==> src/rtl/eecfg_pkg.sv <==
package eecfg_pkg;

  typedef enum logic [2:0] {
    LD_IDLE, LD_START, LD_WAIT, LD_CHECK, LD_COMMIT, LD_FINISH, LD_FAIL
  } ld_state_t;

  typedef enum logic [1:0] {
    MW_IDLE, MW_SHIFT, MW_GAP
  } mw_state_t;

  // reset value of configuration word idx
  function automatic logic [15:0] dflt_word(input logic [15:0] seed, input int unsigned idx);
    logic [7:0] b;
    b = 8'(idx);
    return seed + {b, b};
  endfunction

endpackage

==> src/rtl/eecfg_tick_gen.sv <==
module eecfg_tick_gen #(
  parameter int DIV = 2
) (
  input  logic clk,
  input  logic rst,
  output logic tick
);
  localparam int CW = (DIV > 1) ? $clog2(DIV) : 1;

  logic [CW-1:0] cnt;

  always_ff @(posedge clk) begin
    if (rst) begin
      cnt  <= '0;
      tick <= 1'b0;
    end else if (cnt == CW'(DIV - 1)) begin
      cnt  <= '0;
      tick <= 1'b1;
    end else begin
      cnt  <= cnt + 1'b1;
      tick <= 1'b0;
    end
  end
endmodule

==> src/rtl/eecfg_mw_reader.sv <==
module eecfg_mw_reader
  import eecfg_pkg::*;
#(
  parameter int AW  = 6,
  parameter int WW  = 16,
  parameter int DIV = 2
) (
  input  logic          clk,
  input  logic          rst,
  input  logic          tick,
  input  logic          go,
  input  logic [AW-1:0] addr,
  input  logic          ee_din,
  output logic          done,
  output logic          absent,
  output logic [WW-1:0] word,
  output logic          ee_sel,
  output logic          ee_clk,
  output logic          ee_dout
);
  localparam int NBITS    = 3 + AW + 1 + WW;
  localparam int DUMMY_IX = 3 + AW;
  localparam int LAST_IX  = NBITS - 1;
  localparam int BW       = $clog2(NBITS);

  mw_state_t     st;
  logic [BW-1:0] bitn;
  logic          half;
  logic          gap;
  logic [AW-1:0] addr_q;
  logic [WW-1:0] shreg;

  // bit b of the outgoing command: start, opcode, address
  function automatic logic cmd_bit(input int b, input logic [AW-1:0] a);
    if (b < 2) return 1'b1;
    if (b == 2) return 1'b0;
    if (b < 3 + AW) return a[AW + 2 - b];
    return 1'b0;
  endfunction

  assign word = shreg;

  always_ff @(posedge clk) begin
    if (rst) begin
      st      <= MW_IDLE;
      ee_sel  <= 1'b0;
      ee_clk  <= 1'b0;
      ee_dout <= 1'b0;
      done    <= 1'b0;
      absent  <= 1'b0;
      bitn    <= '0;
      half    <= 1'b0;
      gap     <= 1'b0;
      addr_q  <= '0;
      shreg   <= '0;
    end else begin
      done <= 1'b0;
      case (st)
        MW_IDLE: if (go) begin
          addr_q  <= addr;
          ee_sel  <= 1'b1;
          ee_clk  <= 1'b0;
          ee_dout <= 1'b1;
          bitn    <= '0;
          half    <= 1'b0;
          absent  <= 1'b0;
          st      <= MW_SHIFT;
        end
        MW_SHIFT: if (tick) begin
          if (!half) begin
            ee_clk <= 1'b1;
            half   <= 1'b1;
            if (bitn == BW'(DUMMY_IX) && ee_din) absent <= 1'b1;
            if (bitn > BW'(DUMMY_IX)) shreg <= {shreg[WW-2:0], ee_din};
          end else begin
            ee_clk <= 1'b0;
            half   <= 1'b0;
            if (bitn == BW'(LAST_IX) || absent) begin
              ee_sel  <= 1'b0;
              ee_dout <= 1'b0;
              gap     <= 1'b0;
              st      <= MW_GAP;
            end else begin
              bitn    <= bitn + 1'b1;
              ee_dout <= cmd_bit(int'(bitn) + 1, addr_q);
            end
          end
        end
        MW_GAP: if (tick) begin
          if (gap) begin
            done <= 1'b1;
            st   <= MW_IDLE;
          end else begin
            gap <= 1'b1;
          end
        end
        default: st <= MW_IDLE;
      endcase
    end
  end

  // chip-select low time since the previous frame, for the gap check
  logic [15:0] lo_cnt;
  logic        had_frame;
  always_ff @(posedge clk) begin
    if (rst) begin
      lo_cnt    <= '0;
      had_frame <= 1'b0;
    end else begin
      if (ee_sel) begin
        lo_cnt    <= '0;
        had_frame <= 1'b1;
      end else if (!(&lo_cnt)) begin
        lo_cnt <= lo_cnt + 1'b1;
      end
    end
  end

  // chip select low for one serial period between frames
  a_r3_sel_gap: assert property (@(posedge clk) disable iff (rst)
    ($rose(ee_sel) && had_frame) |-> (lo_cnt >= 16'(2 * DIV)));

  // each frame opens with the serial clock low
  a_r2_sel_clk_low: assert property (@(posedge clk) disable iff (rst)
    $rose(ee_sel) |-> !ee_clk);

  // an absent device closes the frame before reporting
  a_r6_absent_closed: assert property (@(posedge clk) disable iff (rst)
    (done && absent) |-> !ee_sel);
endmodule

==> src/rtl/eecfg_stage_ram.sv <==
module eecfg_stage_ram #(
  parameter int DEPTH = 18,
  parameter int WW    = 16,
  parameter int AW    = 5
) (
  input  logic          clk,
  input  logic          we,
  input  logic [AW-1:0] waddr,
  input  logic [WW-1:0] wdata,
  input  logic [AW-1:0] raddr,
  output logic [WW-1:0] rdata
);
  logic [WW-1:0] mem [DEPTH];

  always_ff @(posedge clk) begin
    if (we) mem[waddr] <= wdata;
    rdata <= mem[raddr];
  end
endmodule

==> src/rtl/eeprom_cfg_loader.sv <==
module eeprom_cfg_loader
  import eecfg_pkg::*;
#(
  parameter int          NBYTES   = 36,
  parameter int          CLK_DIV  = 2,
  parameter int          ROM_AW   = 6,
  parameter logic [15:0] DEF_SEED = 16'h5A00
) (
  input  logic                          clk,
  input  logic                          rst,
  input  logic                          load_req,
  input  logic                          rd_en,
  input  logic [$clog2(NBYTES/2)-1:0]   rd_addr,
  output logic                          rd_ack,
  output logic [15:0]                   rd_data,
  output logic                          busy,
  output logic                          load_cmd,
  output logic                          cfg_valid,
  output logic                          ee_sel,
  output logic                          ee_clk,
  output logic                          ee_dout,
  input  logic                          ee_din
);
  localparam int NWORDS = NBYTES / 2;
  localparam int IX_W   = $clog2(NWORDS);
  localparam logic [7:0] SUM_OK = 8'hFF;

  ld_state_t       st;
  logic [IX_W-1:0] idx, cidx, wr_ix;
  logic            wr_pend;
  logic [7:0]      sum;
  logic [15:0]     shadow [NWORDS];

  logic            tick, go, fr_done, fr_absent;
  logic [15:0]     fr_word, ram_rdata;

  assign go = (st == LD_START);

  eecfg_tick_gen #(.DIV(CLK_DIV)) u_tick (
    .clk (clk), .rst (rst), .tick (tick)
  );

  eecfg_mw_reader #(.AW(ROM_AW), .WW(16), .DIV(CLK_DIV)) u_mw (
    .clk     (clk),
    .rst     (rst),
    .tick    (tick),
    .go      (go),
    .addr    (ROM_AW'(idx)),
    .ee_din  (ee_din),
    .done    (fr_done),
    .absent  (fr_absent),
    .word    (fr_word),
    .ee_sel  (ee_sel),
    .ee_clk  (ee_clk),
    .ee_dout (ee_dout)
  );

  eecfg_stage_ram #(.DEPTH(NWORDS), .WW(16), .AW(IX_W)) u_stage (
    .clk   (clk),
    .we    (st == LD_WAIT && fr_done && !fr_absent),
    .waddr (idx),
    .wdata (fr_word),
    .raddr (cidx),
    .rdata (ram_rdata)
  );

  always_ff @(posedge clk) begin
    if (rst) begin
      st        <= LD_START;
      idx       <= '0;
      cidx      <= '0;
      wr_ix     <= '0;
      wr_pend   <= 1'b0;
      sum       <= '0;
      busy      <= 1'b1;
      load_cmd  <= 1'b1;
      cfg_valid <= 1'b0;
      for (int i = 0; i < NWORDS; i++) shadow[i] <= dflt_word(DEF_SEED, i);
    end else begin
      wr_pend <= 1'b0;
      if (wr_pend) shadow[wr_ix] <= ram_rdata;
      case (st)
        LD_IDLE: if (load_req) begin
          cfg_valid <= 1'b0;
          busy      <= 1'b1;
          load_cmd  <= 1'b1;
          idx       <= '0;
          sum       <= '0;
          st        <= LD_START;
        end
        LD_START: st <= LD_WAIT;
        LD_WAIT: if (fr_done) begin
          if (fr_absent) begin
            st <= LD_FAIL;
          end else begin
            sum <= sum + fr_word[15:8] + fr_word[7:0];
            if (idx == IX_W'(NWORDS - 1)) begin
              cidx <= '0;
              st   <= LD_CHECK;
            end else begin
              idx <= idx + 1'b1;
              st  <= LD_START;
            end
          end
        end
        LD_CHECK: st <= (sum == SUM_OK) ? LD_COMMIT : LD_FAIL;
        LD_COMMIT: begin
          wr_pend <= 1'b1;
          wr_ix   <= cidx;
          if (cidx == IX_W'(NWORDS - 1)) st <= LD_FINISH;
          else cidx <= cidx + 1'b1;
        end
        LD_FINISH: begin
          cfg_valid <= 1'b1;
          busy      <= 1'b0;
          load_cmd  <= 1'b0;
          st        <= LD_IDLE;
        end
        LD_FAIL: begin
          for (int i = 0; i < NWORDS; i++) shadow[i] <= dflt_word(DEF_SEED, i);
          cfg_valid <= 1'b0;
          busy      <= 1'b0;
          load_cmd  <= 1'b0;
          st        <= LD_IDLE;
        end
        default: st <= LD_IDLE;
      endcase
    end
  end

  always_ff @(posedge clk) begin
    if (rst) begin
      rd_ack  <= 1'b0;
      rd_data <= '0;
    end else begin
      rd_ack <= rd_en && !busy;
      if (rd_en && !busy)
        rd_data <= (int'(rd_addr) < NWORDS) ? shadow[rd_addr] : 16'h0000;
    end
  end

  // accepted request clears the flag before any frame starts
  a_r4_req_clears: assert property (@(posedge clk) disable iff (rst)
    (st == LD_IDLE && load_req) |=> (!cfg_valid && busy && !ee_sel));

  // the valid flag is never shown during a load
  a_r7_valid_idle: assert property (@(posedge clk) disable iff (rst)
    cfg_valid |-> !busy);

  // command bit is clear once busy drops
  a_r11_cmd_drops: assert property (@(posedge clk) disable iff (rst)
    $fell(busy) |-> !load_cmd);

  // a request during a load keeps the load running
  a_r10_busy_holds: assert property (@(posedge clk) disable iff (rst)
    (busy && load_req && st == LD_WAIT && !fr_done) |=> busy);

  // the word index stays inside the image while frames run
  a_r5_idx_range: assert property (@(posedge clk) disable iff (rst)
    (st == LD_WAIT) |-> (int'(idx) < NWORDS));
endmodule

==> config.mk <==
export PLATFORM = sky130hd
export DESIGN_NAME = eeprom_cfg_loader
export DESIGN_NICKNAME = d
export VERILOG_FILES = /design/src/rtl/eecfg_pkg.sv /design/src/rtl/eecfg_tick_gen.sv /design/src/rtl/eecfg_mw_reader.sv /design/src/rtl/eecfg_stage_ram.sv /design/src/rtl/eeprom_cfg_loader.sv
export SDC_FILE = /design/constraint.sdc
export NUM_CORES = 1
export LEC_CHECK = 0
export ABC_AREA = 1
export CAP_MARGIN = 20
export CELL_PAD_IN_SITES_DETAIL_PLACEMENT = 2
export CELL_PAD_IN_SITES_GLOBAL_PLACEMENT = 2
export CORE_MARGIN = 3
export CORE_UTILIZATION = 30
export CTS_BUF_LIST = sky130_fd_sc_hd__clkbuf_2
export CTS_CLUSTER_SIZE = 24
export DETAILED_ROUTE_END_ITERATION = 16
export GPL_TIMING_DRIVEN = 0
export PLACE_DENSITY_LB_ADDON = 0.2
export SKIP_LAST_GASP = 1
export SLEW_MARGIN = 5
export SYNTH_ARGS = -nofsm -noshare
export SYNTH_HDL_FRONTEND = slang
export SYNTH_SLANG_ARGS = --single-unit
==> constraint.sdc <==
create_clock -name clk -period 2.5 [get_ports clk]
set_input_delay 0.375 -clock clk [delete_from_list [all_inputs] [get_ports clk]]
set_output_delay 0.375 -clock clk [all_outputs]
set_load 0.05 [all_outputs]
; ---- Yosys cells after proc, flatten, opt, wreduce, memory -nomap -nowiden
; Memories as Yosys holds them, arrays and structs flattened. A register that Yosys moved wholly into a read port is not among the register bits.
; Index checks and enable logic that the tools add are counted.
[classes]
addsub = 8
magnitude_cmp = 5
eq_ne = 48
n_mux = 118
bitwise_logic = 75
n_reduce_logical = 33
[op_table]
columns = op, n
row1 = 16-bit 2-to-1 mux, 19
row2 = "5-bit equality test, second input constant", 21
row3 = "32-bit by 5-bit < comparator with 1-bit output, second input constant", 2
row4 = 5-bit 2-to-1 mux, 12
row5 = 1-bit 2-to-1 mux, 58
row6 = 1-bit bitwise AND, 36
row7 = "32-bit by 3-bit equality test with 1-bit output, second input constant", 1
row8 = "32-bit by 3-bit < comparator with 1-bit output, second input constant", 1
row9 = "5-bit by 32-bit subtractor with 32-bit output, first input constant", 1
row10 = 5-bit case mux with 2 select lines, 3
row11 = 5-bit AND reduction, 6
row12 = 8-bit 2-to-1 mux, 3
row13 = 1-bit NOT, 21
row14 = "2-bit inequality test, second input constant", 10
row15 = 1-bit bitwise OR, 18
row16 = 8-bit adder, 2
row17 = 2-bit 2-to-1 mux, 8
row18 = 8-bit case mux with 2 select lines, 1
row19 = "5-bit by 1-bit adder with 5-bit output, second input constant", 3
row20 = 3-bit case mux with 5 select lines, 1
row21 = 3-bit 2-to-1 mux, 4
row22 = "2-bit by 1-bit inequality test with 1-bit output, second input constant", 6
row23 = 1-bit case mux with 2 select lines, 6
row24 = 4-bit AND reduction, 3
row25 = 26 further kinds, 41
[word_totals]
ff_bits = 82
ram_bits = 576
out_inout_bits = 23
elab_cells = 311
memories = 2
[mem_list]
columns = name, words, word_bits, read_ports, rd_clocked_by_memory_dff, wr, line
row1 = shadow, 18, 16, 1, 0, 19, eeprom_cfg_loader.sv:32  ; logic [15:0] shadow [NWORDS];
row2 = u_stage.mem, 18, 16, 1, 1, 1, eecfg_stage_ram.sv:13  ; logic [WW-1:0] mem [DEPTH];

; ---- Depth between registers and ports, before layout
; Gate-level depths: netlist (run 1).
[logic_depth]
ltp_word = 28
mapped_depth = 12

; ---- Cells and area by module
; A second synthesis (run 1) with hierarchy kept.
[hier_totals]
cells_unflattened = 3365
hier_area_um2 = 30783.3
[modules_own_cells]
columns = module, instances, cells_per_inst, area_per_inst_um2
row1 = eeprom_cfg_loader, 1, 1924, 16329.4
row2 = eecfg_stage_ram, 1, 1198, 12704.7
row3 = eecfg_mw_reader, 1, 238, 1695.4
row4 = eecfg_tick_gen, 1, 5, 53.8

; ---- Worst setup path before layout (run 1)
; Ideal clock, no wire load.
[synth_path]
path_kind = reg-to-reg
start = register u_mw.shreg[1] (netlist: u_mw.word[1])
end = register sum[5]
arrival_ns = 2.227
required_ns = 2.368
slack_ns = 0.141
stages_incl_launch_ff = 9
path_buffers = 0
synth_period_minus_slack_ns = 2.359
cell_sequence = dfxtp_1 fa_1 ha_1 fa_1 nand3_1 nand2_1 or2_2 nand3_1 a21oi_1
[synth_between]
elab_chain_len = 4
[synth_lines]
columns = item, line
row1 = from (decl), eecfg_mw_reader.sv:31  ; logic [WW-1:0] shreg;
row2 = from (signal assigned), eecfg_mw_reader.sv:74  ; if (bitn > BW'(DUMMY_IX)) shreg <= {shreg[WW-2:0], ee_din};
row3 = 8-bit adder, eeprom_cfg_loader.sv:96  ; sum <= sum + fr_word[15:8] + fr_word[7:0];
row4 = 8-bit 2-to-1 mux, eeprom_cfg_loader.sv:93  ; if (fr_absent) begin
row5 = 8-bit 2-to-1 mux, eeprom_cfg_loader.sv:92  ; LD_WAIT: if (fr_done) begin
row6 = 8-bit case mux with 2 select lines, eeprom_cfg_loader.sv:82  ; case (st)
row7 = to (signal assigned), eeprom_cfg_loader.sv:96
row8 = to (decl), eeprom_cfg_loader.sv:31  ; logic [7:0] sum;
; No other way between the ends. The select of a mux whose other input is x is not followed.
; A chain may end at the register's enable or synchronous reset.

; ---- Worst setup path after layout (run 1)
[layout_path]
start = input port rd_addr[2]
end = register rd_data[2]
[layout_between]
elab_chain_len = 2
elab_cells_between_ends = 3
[layout_lines]
columns = item, line
row1 = from (decl), eeprom_cfg_loader.sv:13  ; input logic [$clog2(NBYTES/2)-1:0] rd_addr,
row2 = memory 18 x 16 bit / 5-bit < comparator (equally long branches), n/a
row3 = 16-bit 2-to-1 mux *, eeprom_cfg_loader.sv:138  ; rd_data <= (int'(rd_addr) < NWORDS) ? shadow[rd_addr] : 16'h0000;
row4 = to (signal assigned), eeprom_cfg_loader.sv:138
row5 = to (decl), eeprom_cfg_loader.sv:15  ; output logic [15:0] rd_data,
; Mark *: on every way between the ends. The rest lies on a longest branch, timed or not.

==> flow_metrics.tcl, run 1 <==
set metrics [dict create \
    status "complete, no violations" \
    p_switching_mw 7.07 \
    area_delta_synth_final_pct 16.2 \
    drc_errors 0 \
    core_area_um2 93900 \
    antenna_found_initial 4 \
    fin_worst_hold_slack_ns 0.195 \
    ios 33 \
    max_cap_violations 0 \
    final_cell_mix "628 x nor2_1, 576 x edfxtp_1, 390 x nand2_1" \
    clock.fmax_ghz 0.414 \
    cp-start-kind "input pin" \
    synth_area_um2 28600 \
    clockPowerShare_pct 35.3 \
    p_int_mw 16.3 \
    hold_class "in -> reg" \
    dpl_cell_area_um2 30800 \
    pwr_density_cell_nw_per_um2 703 \
    die_area_um2 99000 \
    start_util_pct 30.4 \
    synth_async_sr_flop_share_pct 0 \
    place_hpwl_mm 73.8 \
    rrSetupSlack_ns 0.10 \
    path_max_fanout 10 \
    reg2regPathDepth 9 \
    yosysSeqAreaShare_pct 67.4 \
    gp_congestion 0.939 \
    ys_types 41 \
    hold_viol 0 \
    cts.htree.levels 4 \
    crit_chain "dlygate4sd3_1 > buf_4 > dlygate4sd3_1 > nor4_4 > dlygate4sd3_1 > a21oi_1 > dlygate4sd3_1 > a21oi_1" \
    yosysWarnings 0 \
    finalSetupViolCount 0 \
    grt_pass1_vias 23900 \
    wl_met3_mm 4.58 \
    switching_share_pct 30.3 \
    drt_iter0_drc 1497 \
    slowest_delay_ns 0.76 \
    grtUsageTotal_pct 21.7 \
    ir_drop_mv 0.420 \
    rows 112 \
    relSlewSlack_pct 20.8 \
    p_comb_share_pct 11.2 \
    drt_pass1_iterations 5 \
    worst_pin_slew_ns 1.19 \
    wl_per_cell_um 24.5 \
    syn-instance-count 2737 \
    grt_pass1_wl_mm 158 \
    fp.dieH_um 315 \
    ant_nets 0 \
    grt_max_degree 22 \
    crit_end "rd_data[2]" \
    cpMaxStageDelayCell "dlygate4sd3_1" \
    cts_tree "done" \
    cts_root_buf "clkbuf_2" \
    period_needed_ns 2.41 \
    postSynthAreaPerCell_um2 10.4 \
    drive_above_1_share_pct 17.0 \
    ys.flop_type "edfxtp_1" \
    grt-ovfl-total 0 \
    syn_nets 2770 \
    wl_mm 108 \
    fin_worst_skew_ns 0.100 \
    cts.clk_slew.worst_paths_ns 0.10 \
    rr_startpoint "st[2]" \
    dr_wl_met2_mm 54.0 \
    vias 21900 \
    rsz0062_at_grt "yes" \
    seqPwrFrac_pct 53.5 \
    worstPathArrival_ns 3.74 \
    cts_buffer_depth 3 \
    wl_met1_mm 46.2 \
    final_common_cell "nor2_1" \
    final_util_pct 35.4 \
    critPathKind "in -> reg" \
    cts_made_buffers 179 \
    synth_seq_cells 674 \
    io_buffers 28 \
    r2r_end "shadow[4][6]" \
    crit_top_cell "dlygate4sd3_1" \
    finalNetCount 3031 \
    cp-end-kind "flop" \
    clock_latency_ns 1.44 \
    fin_crit_sh_pct 96.6 \
    fin_area_um2 33200 \
    cts.sinks 674 \
    startpoint "rd_addr[2]" \
    leakage_nw 12.6 \
    viasPerCell 4.98 \
    drv_slew 0 \
    fillerInstances 10300 \
    die_width_um 315 \
    top_layer "met4" \
    synth_edf_count 576 \
    required_ns 3.83 \
]
==> synth_stat cells (4+ instances only) <==
cell type	instances	area (µm²)
a21oi_1	71	355
buf_4	15	113
clkbuf_1	88	330
fa_1	8	160
nand3_1	97	485
edfxtp_1	576	17300
buf_1	9	33.8
o21ai_1	33	165
nor2_4	4	45.0
o211ai_1	49	368
nor3_1	12	60.1
ha_1	15	188
clkinv_1	19	71.3
inv_1	101	379
o22ai_1	32	200
o21ai_0	349	1750
dfxtp_1	98	1960
inv_2	9	33.8
xor2_1	6	52.6
nand2_1	412	1550
nand4_1	13	81.3
buf_2	47	235
nor2_1	648	2430
==> power by group through the flow <==
stage          sequential, mW  clock [mW]  combinational (mW)
2_1_floorplan            12.8           0                1.37
3_3_place_gp             12.7           0                2.49
3_5_place_dp             12.7           0                2.55
4_1_cts                  12.5        8.55                2.65
5_1_grt                  12.5        9.16                2.89
6_report                 12.5        8.24                2.62
==> final cells by class <==
type | instances | area, µm² | share of cell area [%]
clock buffer | 284 | 1420 | 4.28
multi-input combinational | 1773 | 8390 | 25.3
buffer | 159 | 747 | 2.25
tap | 1254 | 1570 | 4.73
antenna | 7 | 17.5 | 0.0528
inverter | 130 | 493 | 1.49
clock inverter | 38 | 267 | 0.803
sequential | 674 | 19300 | 58.2
timing repair buffer | 81 | 960 | 2.89
==> flip-flops by register name (all words and copies together) (netlist names), 2 cells and up <==
name           flops
u_mw.bitn          5
u_stage.mem      288
u_mw.st            2
u_stage.rdata     16
st                 3
idx                5
wr_ix              5
sum                8
cidx               5
u_mw.addr_q        5
u_mw.word         16
rd_data           16
shadow           288
==> critical path: cells and delay by family <==
kind,cells,cell delay (ns)
compound gates,2,0.29
buf+inv,5,2.75
simple gates,1,0.31
==> repair_timing <==
| action | CTS | global route |
|---|---|---|
| endpoints found under the hold margin | 45 | 0 |
| pin swaps | 6 | 5 |
| buffers inserted | 7 | 9 |
| gates resized for setup | 265 | 28 |
| hold buffers | 18 | 0 |
| endpoints found under the setup margin | 586 | 396 |
==> per-layer routing <==
layer  global-route usage (%)  up-vias
li1                         -    10000
met1                     27.3    11200
met2                     37.5      519
met3                     3.64      168
met4                     7.81        0
met5                        0        -
==> metrics by stage <==
step | total power [mW] | setup TNS [ns] | instances | setup WS [ns]
final | 23.3 | 0 | 4400 | 0.0856
after global routing | 24.6 | -1.15 | 4396 | -0.0541
after CTS | 23.7 | -10.06 | 4386 | -0.190
after detailed placement | 15.3 | -320.10 | 4039 | -1.23
after global placement | 15.2 | -502.81 | 4019 | -1.10
after floorplan | 14.2 | 0 | 2737 | 0.141
==> cells by family after synthesis <==
family / share of synthesized area [%]
AO/OA/AOI/OAI: 10.1
XOR/XNOR: 0.215
adder cells (fa/ha/maj): 1.22
buffers and inverters: 4.25
flip-flops: 67.4
AND/OR/NAND/NOR: 16.8
==> worst min path at each step <==
stage | slack, ns | to | from | cells past startpoint
after floorplan | 0.39 | u_tick.cnt | u_tick.cnt | 1
after global placement | 0.40 | u_tick.cnt | u_tick.cnt | 1
after detailed placement | 0.41 | u_tick.cnt | u_tick.cnt | 1
after CTS | 0.01 | rd_data[12] | rd_addr[2] | 7
after global routing | 0.06 | u_mw.word[0] | ee_din | 4
final | 0.20 | u_mw.word[0] | ee_din | 4
Power figures use the tool's default switching activity.
==> inputs of run 2 (changes only) <==
ABC_CLOCK_PERIOD_IN_PS = 3100   (was not set)
clock period = 3.1 ns   (was 2.5 ns; I/O delays follow)
==> run 2 against run 1 <==
  * Die area stayed put
  * Cell area is 1.4% lower
  * Sequential cell count unchanged
  * Combinational power decreased by 22%
  * First-iteration DRC count is 1.9% lower
  * Core utilization decreased by 0.50 points
  * Via count down 0.90%
  * Power decreased by 20%
  * Register-to-register slack about the same
  * Clock skew is 0.010 ns lower
  * Critical path depth shrank 2
==> flow_metrics.tcl, run 2 (same netlist as run 1, synthesis figures left out) <==
set metrics [dict create \
    ff_latch_area_um2 19300 \
    cts_buffer_depth 3 \
    p_int_mw 13.1 \
    cpMaxStageDelayCell "buf_2" \
    clockPowerShare_pct 35.4 \
    drive_above_1_share_pct 14.4 \
    grt-ovfl-total 0 \
    finalSetupViolCount 0 \
    drt_iter0_drc 1469 \
    final_util_pct 34.9 \
    start_util_pct 30.4 \
    wl_per_cell_um 24.3 \
    p_switching_mw 5.67 \
    pwr_density_cell_nw_per_um2 573 \
    fin_crit_sh_pct 96.4 \
    clock.fmax_ghz 0.335 \
    status "complete, no violations" \
    cp-start-kind "flop" \
    r2r_end "shadow[4][6]" \
    fillerInstances 10400 \
    leakage_nw 12.5 \
    wl_mm 107 \
    cts.clk_slew.worst_paths_ns 0.09 \
    required_ns 4.15 \
    critical_path_buf_inv_count 3 \
    hold_end "rd_data[8]" \
    rrSetupSlack_ns 0.11 \
    rr_startpoint "st[2]" \
    worstPathArrival_ns 4.03 \
    area_delta_synth_final_pct 14.5 \
    viasPerCell 4.95 \
    critPathKind "reg -> reg" \
    final_common_cell "nor2_1" \
    path_max_fanout 16 \
    switching_share_pct 30.3 \
    cts_setup_buffers 0 \
    antenna_found_initial 2 \
    max_cap_violations 0 \
    clock_latency_ns 1.45 \
    hold_viol 0 \
    hold_class "in -> reg" \
    largest_registers "shadow: 288 flops, u_stage.mem: 288 flops" \
    multi_input_area_um2 8200 \
    p_comb_share_pct 10.9 \
    cts_tree "done" \
    io_buffers 28 \
    drc_errors 0 \
    rows 112 \
    worst_pin_slew_ns 1.15 \
    seqPwrFrac_pct 53.7 \
    vias 21700 \
    cts_made_buffers 179 \
    ir_drop_mv 0.337 \
    cp-end-kind "flop" \
    die_width_um 315 \
    ios 33 \
    fin_worst_skew_ns 0.0904 \
    die_area_um2 99000 \
    core_area_um2 93900 \
    fp.dieH_um 315 \
    drt_pass1_iterations 5 \
    grtUsageTotal_pct 21.6 \
    cts.htree.levels 4 \
    holdPathStages 8 \
    cts.sinks 674 \
    grt_pass1_wl_mm 157 \
    ant_nets 0 \
    finalNetCount 3018 \
    drv_slew 0 \
    slowest_delay_ns 0.55 \
    critPathTopFamily "buffers and inverters" \
    rsz0062_at_grt "no" \
    reg2regPathDepth 6 \
    gp_congestion 0.939 \
    crit_chain "inv_2 > nor3_2 > or2_2 > clkinv_1 > buf_2 > nand2_2" \
    grt_max_degree 22 \
    grt_pass1_vias 23800 \
    place_hpwl_mm 73.8 \
    hold_start "rd_addr[0]" \
    total_power_mw 18.8 \
    relSlewSlack_pct 23.5 \
    cts_root_buf "clkbuf_2" \
    period_needed_ns 2.99 \
    final_cell_mix "630 x nor2_1, 576 x edfxtp_1, 401 x nand2_1" \
]
## run 2: changes by cell type in the layout (fill, tap and decap cells not counted), moves of 13 or more
cell / delta
buf_6: -24
dfxtp_1: +25
dfxtp_4: -13
dlygate4sd2_1: +23
nand2_4: -17
nor2_4: -13
## run 2: power groups by stage
stage               combinational [mW]  sequential, mW  clock [mW]
floorplan                         1.11            10.3           0
global placement                  2.00            10.3           0
detailed placement                2.06            10.3           0
CTS                               2.07            10.1        6.89
global route                      2.26            10.1        7.38
finish                            2.04            10.1        6.64
## run 2: metrics by stage
stage	instances	hold slack, ns	TNS (ns)	setup slack, ns	instance area (µm²)
global placement	4019	0.400	-182.94	-0.589	30400
floorplan	2737	0.393	0	0.741	28600
detailed placement	4039	0.410	-105.79	-0.723	30800
finish	4383	0.243	0	0.112	32700
global route	4383	0.170	0	0.00945	32700
CTS	4376	0.0352	-0.212	-0.0267	32600
## run 2: how the worst max path moves through the flow
stage / to / start / slack [ns] / cells after the start
final: shadow[4][6] / st[2] / 0.11 / 6
after floorplan: sum[5] / u_mw.word[1] / 0.74 / 8
after detailed placement: shadow[4][5] / rst / -0.72 / 5
after global placement: shadow[3][11] / rst / -0.59 / 5
after CTS: shadow[1][14] / st[2] / -0.03 / 6
after global routing: load_cmd / load_cmd / 0.009 / 2
## run 2: per-layer routing
| metal | part of all wire (%) | global-route usage, % |
|---|---|---|
| met5 | 0 | 0 |
| met4 | 3.1 | 8.13 |
| met3 | 3.6 | 3.66 |
| met2 | 49 | 37.0 |
| met1 | 44 | 27.2 |
## run 2: tightest hold or removal path, cell delays in order
cell and delay, ns:
buf_2 0.21, clkbuf_1 0.27, o21ai_0 0.24, o211ai_1 0.09
nand3_1 0.07, nand2_1 0.09, nand2_1 0.09, a21oi_1 0.07
## run 2: area by class of cell
class                      count  share of cell area [%]
antenna                        3                  0.0229
clock buffer                 284                    4.34
buffer                       160                    2.21
inverter                     130                    1.50
tap                         1254                    4.79
sequential                   674                    58.9
clock inverter                38                   0.814
multi-input combinational   1773                    25.0
timing repair buffer          67                    2.40
## run 2: repair_timing
| item | in CTS | in global routing |
|---|---|---|
| endpoints found under the setup margin | 213 | 96 |
| resized for setup | 37 | 7 |
| hold endpoints to repair | 41 | 0 |
| hold buffers | 15 | 0 |
| pin swaps | 0 | 0 |
